### src/rtl/lpc_pkg.sv
package lpc_pkg;
  localparam int LUT_IN   = 3;
  localparam int LUT_SIZE = 1 << LUT_IN;
  localparam int DEPTH    = 8;
  localparam int TAP_W    = $clog2(DEPTH);
  localparam int SYNC_N   = 2;
  localparam int N_TAPS   = 2;
endpackage

### src/rtl/lpc_lut.sv
module lpc_lut #(
  parameter int NIN = lpc_pkg::LUT_IN
) (
  input  logic [(1<<NIN)-1:0] table_bits,
  input  logic [NIN-1:0]      sel,
  output logic                q
);
  assign q = table_bits[sel];
endmodule

### src/rtl/lpc_edge.sv
module lpc_edge #(
  parameter int SYNC = lpc_pkg::SYNC_N
) (
  input  logic clk,
  input  logic rst_n,
  input  logic din,
  input  logic dclk,
  output logic dsync,
  output logic rise
);
  logic [SYNC-1:0] c_sr;
  logic [SYNC-1:0] d_sr;
  logic            c_prev;

  always_ff @(posedge clk or negedge rst_n) begin
    if (!rst_n) begin
      c_sr   <= '0;
      d_sr   <= '0;
      c_prev <= 1'b0;
    end else begin
      c_sr   <= {c_sr[SYNC-2:0], dclk};
      d_sr   <= {d_sr[SYNC-2:0], din};
      c_prev <= c_sr[SYNC-1];
    end
  end

  assign rise  = c_sr[SYNC-1] & ~c_prev;
  assign dsync = d_sr[SYNC-1];
endmodule

### src/rtl/lpc_chain.sv
module lpc_chain #(
  parameter int N = lpc_pkg::DEPTH
) (
  input  logic         clk,
  input  logic         clr_n,
  input  logic         shift,
  input  logic         d,
  output logic [N-1:0] q
);
  always_ff @(posedge clk or negedge clr_n) begin
    if (!clr_n)     q <= '0;
    else if (shift) q <= {q[N-2:0], d};
  end
endmodule

### src/rtl/lut_pipe_cell.sv
module lut_pipe_cell
  import lpc_pkg::*;
#(
  parameter int TW = TAP_W
) (
  input  logic                clk,
  input  logic                rst_n,
  input  logic                mode_dly,
  input  logic [LUT_SIZE-1:0] truth,
  input  logic [TW-1:0]       tap0_sel,
  input  logic [TW-1:0]       tap1_sel,
  input  logic                out1_inv,
  input  logic                in0,
  input  logic                in1,
  input  logic                in2,
  output logic                out0,
  output logic                out1
);
  logic             lut_q;
  logic             d_s, rise;
  logic             chain_clr_n;
  logic             run;
  logic [DEPTH-1:0] stages;
  logic [N_TAPS-1:0] tap_q;
  logic [TW-1:0]    tap_sel [N_TAPS];

  lpc_lut #(.NIN(LUT_IN)) u_lut (
    .table_bits(truth), .sel({in2, in1, in0}), .q(lut_q)
  );

  lpc_edge #(.SYNC(SYNC_N)) u_edge (
    .clk(clk), .rst_n(rst_n), .din(in0), .dclk(in1), .dsync(d_s), .rise(rise)
  );

  assign run         = rst_n & mode_dly & in2;
  assign chain_clr_n = run;

  lpc_chain #(.N(DEPTH)) u_chain (
    .clk(clk), .clr_n(chain_clr_n), .shift(rise), .d(d_s), .q(stages)
  );

  assign tap_sel[0] = tap0_sel;
  assign tap_sel[1] = tap1_sel;

  for (genvar t = 0; t < N_TAPS; t++) begin : g_tap
    assign tap_q[t] = stages[tap_sel[t]];
  end

  assign out0 = mode_dly ? (run & tap_q[0]) : lut_q;
  assign out1 = run & (tap_q[1] ^ out1_inv);
endmodule

### config.mk
export PLATFORM = sky130hd
export DESIGN_NAME = lut_pipe_cell
export DESIGN_NICKNAME = d
export VERILOG_FILES = /design/src/rtl/lpc_pkg.sv /design/src/rtl/lpc_lut.sv /design/src/rtl/lpc_edge.sv /design/src/rtl/lpc_chain.sv /design/src/rtl/lut_pipe_cell.sv
export SDC_FILE = /design/constraint.sdc
export NUM_CORES = 1
export LEC_CHECK = 0
export BUFFER_PORTS_ARGS = -buffer_cell sky130_fd_sc_hd__buf_2
export CORE_UTILIZATION = 46
export DETAILED_ROUTE_END_ITERATION = 8
export GPL_TIMING_DRIVEN = 1
export PLACE_DENSITY = 0.75
export SKIP_CTS_REPAIR_TIMING = 1
export SYNTH_ARGS = -nofsm -noshare
export SYNTH_HDL_FRONTEND = slang
export SYNTH_SLANG_ARGS = --single-unit
### constraint.sdc
create_clock -name clk -period 1.7 [get_ports clk]
set_clock_uncertainty 0.1 [all_clocks]
set_input_delay 0.085 -clock clk [delete_from_list [all_inputs] [get_ports clk]]
set_output_delay 0.085 -clock clk [all_outputs]
set_load 0.1 [all_outputs]
==> reports/qor.txt <==
initial antenna violation count: 0
most frequent cell after synthesis: dfrtp_1
critical path arrival: 1.78 ns
pin count of the biggest net entering global routing: 9
critical-path cell list: mux4_2 > mux2i_1 > xor2_1 > nor2_4 > buf_12
Critical Path Source Type: register
syn_nets: 65
syn_area_per_cell: 14.67 µm²
DR vias/cell: 5.135
CP max FO: 3
dpl ws: 0.02048 ns
Cells after Synth: 44
GRT overflow: 0
slew margin rel.: 73.70%
First-pass DRT Iterations: 2
Worst Setup End Kind: output port
Synth-to-Final Area Change: 47.09%
Final nets: 103
Seq/Total Area, Yosys: 50.39%
CTS root buffer: clkbuf_4
critical path class: reg2out
I/O Buffers: 22
Reg clk slew, reported paths: 0.08 ns
Synth top cells by count: dfrtp_1, mux2_2, mux2i_1
pwr/cell area: 1130 nW/µm²
I/O Pins: 23
antenna viol nets, final: 0
Buffers & Inverters on Critical Path: 1
initial drt markers: 1
count of final hold-check violations: 0
Critical-path top delay cell: mux4_2
Max clock buf depth: 2
Yosys cell types: 17
dominant synthesized flop cell: dfrtp_1
RSZ-0062 raised after global routing: yes
Max-Cap Viols: 0
Period Utilization, post-route: 115.8%
Vias: 493
Ant. Diodes: 0
Core Region: 1301 µm²
failing checks: setup timing
slowest cell delay on critical path: 0.47 ns
WL/cell: 13.20 µm
die area: 1557 µm²
Hold Path Class: in2async
# rows: 13
FILL cells: 104
asr flop ratio synth: 100.0%
Setup-failing EPs final: 2
Post-synth EDFFs: 0
DRT Wirelength: 1267 µm
maximum VDD drop: 624.4 µV
Post-Syn Area: 645.6 µm²
Max Freq: 508.2 MHz
Lkg Pwr: 0.4584 nW
Area after DPL: 864.6 µm²
max-slew violation total from the final report: 0
dominant cells by area after synthesis: dfrtp_1, mux2_2, mux4_1
status: finished, violations left
final worst hold slack: 0.07955 ns
critical path required time: 1.51 ns
vias in the first global route: 444
Worst-Margin Slew: 0.3944 ns
delay-heaviest family, CP: multiplexers
global-route wire length before repair: 1835 µm
CTS H-Tree Depth: 1
Clock Sinks: 13
CTS tree: yes
Vert. Die Dim: 39.47 µm
worst setup margin: -0.2678 ns
worst-skew pair later-pin latency: 0.28 ns
GRT Util Overall: 18.59%
share of the synthesized area in the top cell type: 50.39%
HPWL after detailed placement: 1002 µm
crit path time final: 1.968 ns
Synth Register Bits: 13
Die Wd: 39.47 µm
Ys Warns: 0
DRC: 0
Initial Util: 49.62%
post-route cell area: 949.7 µm²
Yosys top cell by area: dfrtp_1
global placer's final weighted congestion: 0.6786
total CTS buffers: 3
layout cells sized above 1: 62.96%
-- cell usage in the layout, fill, tap and decap left out --
cell type,instances
mux2_2,9
o211ai_1,1
nand3_1,2
inv_1,2
nand3b_1,1
clkbuf_4,3
nand2b_1,1
dfrtp_1,13
o21ai_2,1
mux4_2,4
dlygate4sd3_1,4
clkinv_2,1
buf_2,20
buf_12,2
a31oi_1,1
xor2_1,1
o311ai_2,1
mux2i_1,4
buf_4,6
nor2b_2,1
nor2_4,1
buf_6,2
-- logic make-up after synthesis --
kind of cell / Yosys count / share of synthesized area (%)
AND/OR/NAND/NOR: 6 / 5.234
buffers and inverters: 3 / 1.744
XOR/XNOR: 1 / 1.357
multiplexers: 17 / 37.02
flip-flops: 13 / 50.39
AO/OA/AOI/OAI: 4 / 4.264
-- metrics by stage --
stage          setup TNS, ns  std cells  total power [mW]  utilization, %
5_1_grt              -0.5237         96             1.130           72.98
3_5_place_dp               0         88            0.8550           66.44
3_3_place_gp               0         88            0.8403           66.44
2_1_floorplan       -0.08474         44            0.6633               -
4_1_cts              -0.5332         92             1.054           68.56
6_report             -0.4118         96             1.073           72.98
-- path summary, 6_finish.rpt --
kind                                      from              to  slack, ns  cells after the start
worst max-delay path              u_chain.q[7]            out1      -0.27                      5
worst min-delay path                     rst_n  u_edge.d_sr[0]       0.08                      2
worst max register to register  u_edge.c_sr[1]    u_chain.q[3]       0.41                      2
worst min register to register  u_edge.c_sr[0]  u_edge.c_sr[1]       0.26                      0
max in group asynchronous                  in2    u_chain.q[5]       0.84                      5
min in group clk                u_edge.c_sr[0]  u_edge.c_sr[1]       0.26                      0
-- power by group --
group	switching, mW	internal, mW	total, mW
clock network	0.107	0.0874	0.195
registers	0.0411	0.390	0.431
logic	0.177	0.270	0.447
-- sequential cells by signal (all words and copies together), names as in the netlist --
register and cells:
u_edge.c_sr 2, u_edge.d_sr 2, u_edge.c_prev 1, u_chain.q 8
-- area by class of cell --
| cell class | count | area [µm²] | share of cell area [%] |
|---|---|---|---|
| clock buffers | 3 | 22.52 | 2.372 |
| inverters | 2 | 7.507 | 0.7905 |
| flip-flops and latches | 13 | 325.3 | 34.26 |
| repair buffers | 34 | 247.7 | 26.09 |
| clock inverters | 1 | 5.005 | 0.5270 |
| multi-input cells | 28 | 322.8 | 33.99 |
| well taps | 15 | 18.77 | 1.976 |
-- layer usage --
metal | track usage, % | share of wire [%]
met1 | 21.72 | 40
met2 | 31.56 | 53
met3 | 8.523 | 6.3
met4 | 2.586 | 0
met5 | 0 | 0
Note: power is estimated with default switching activity, not from simulation.
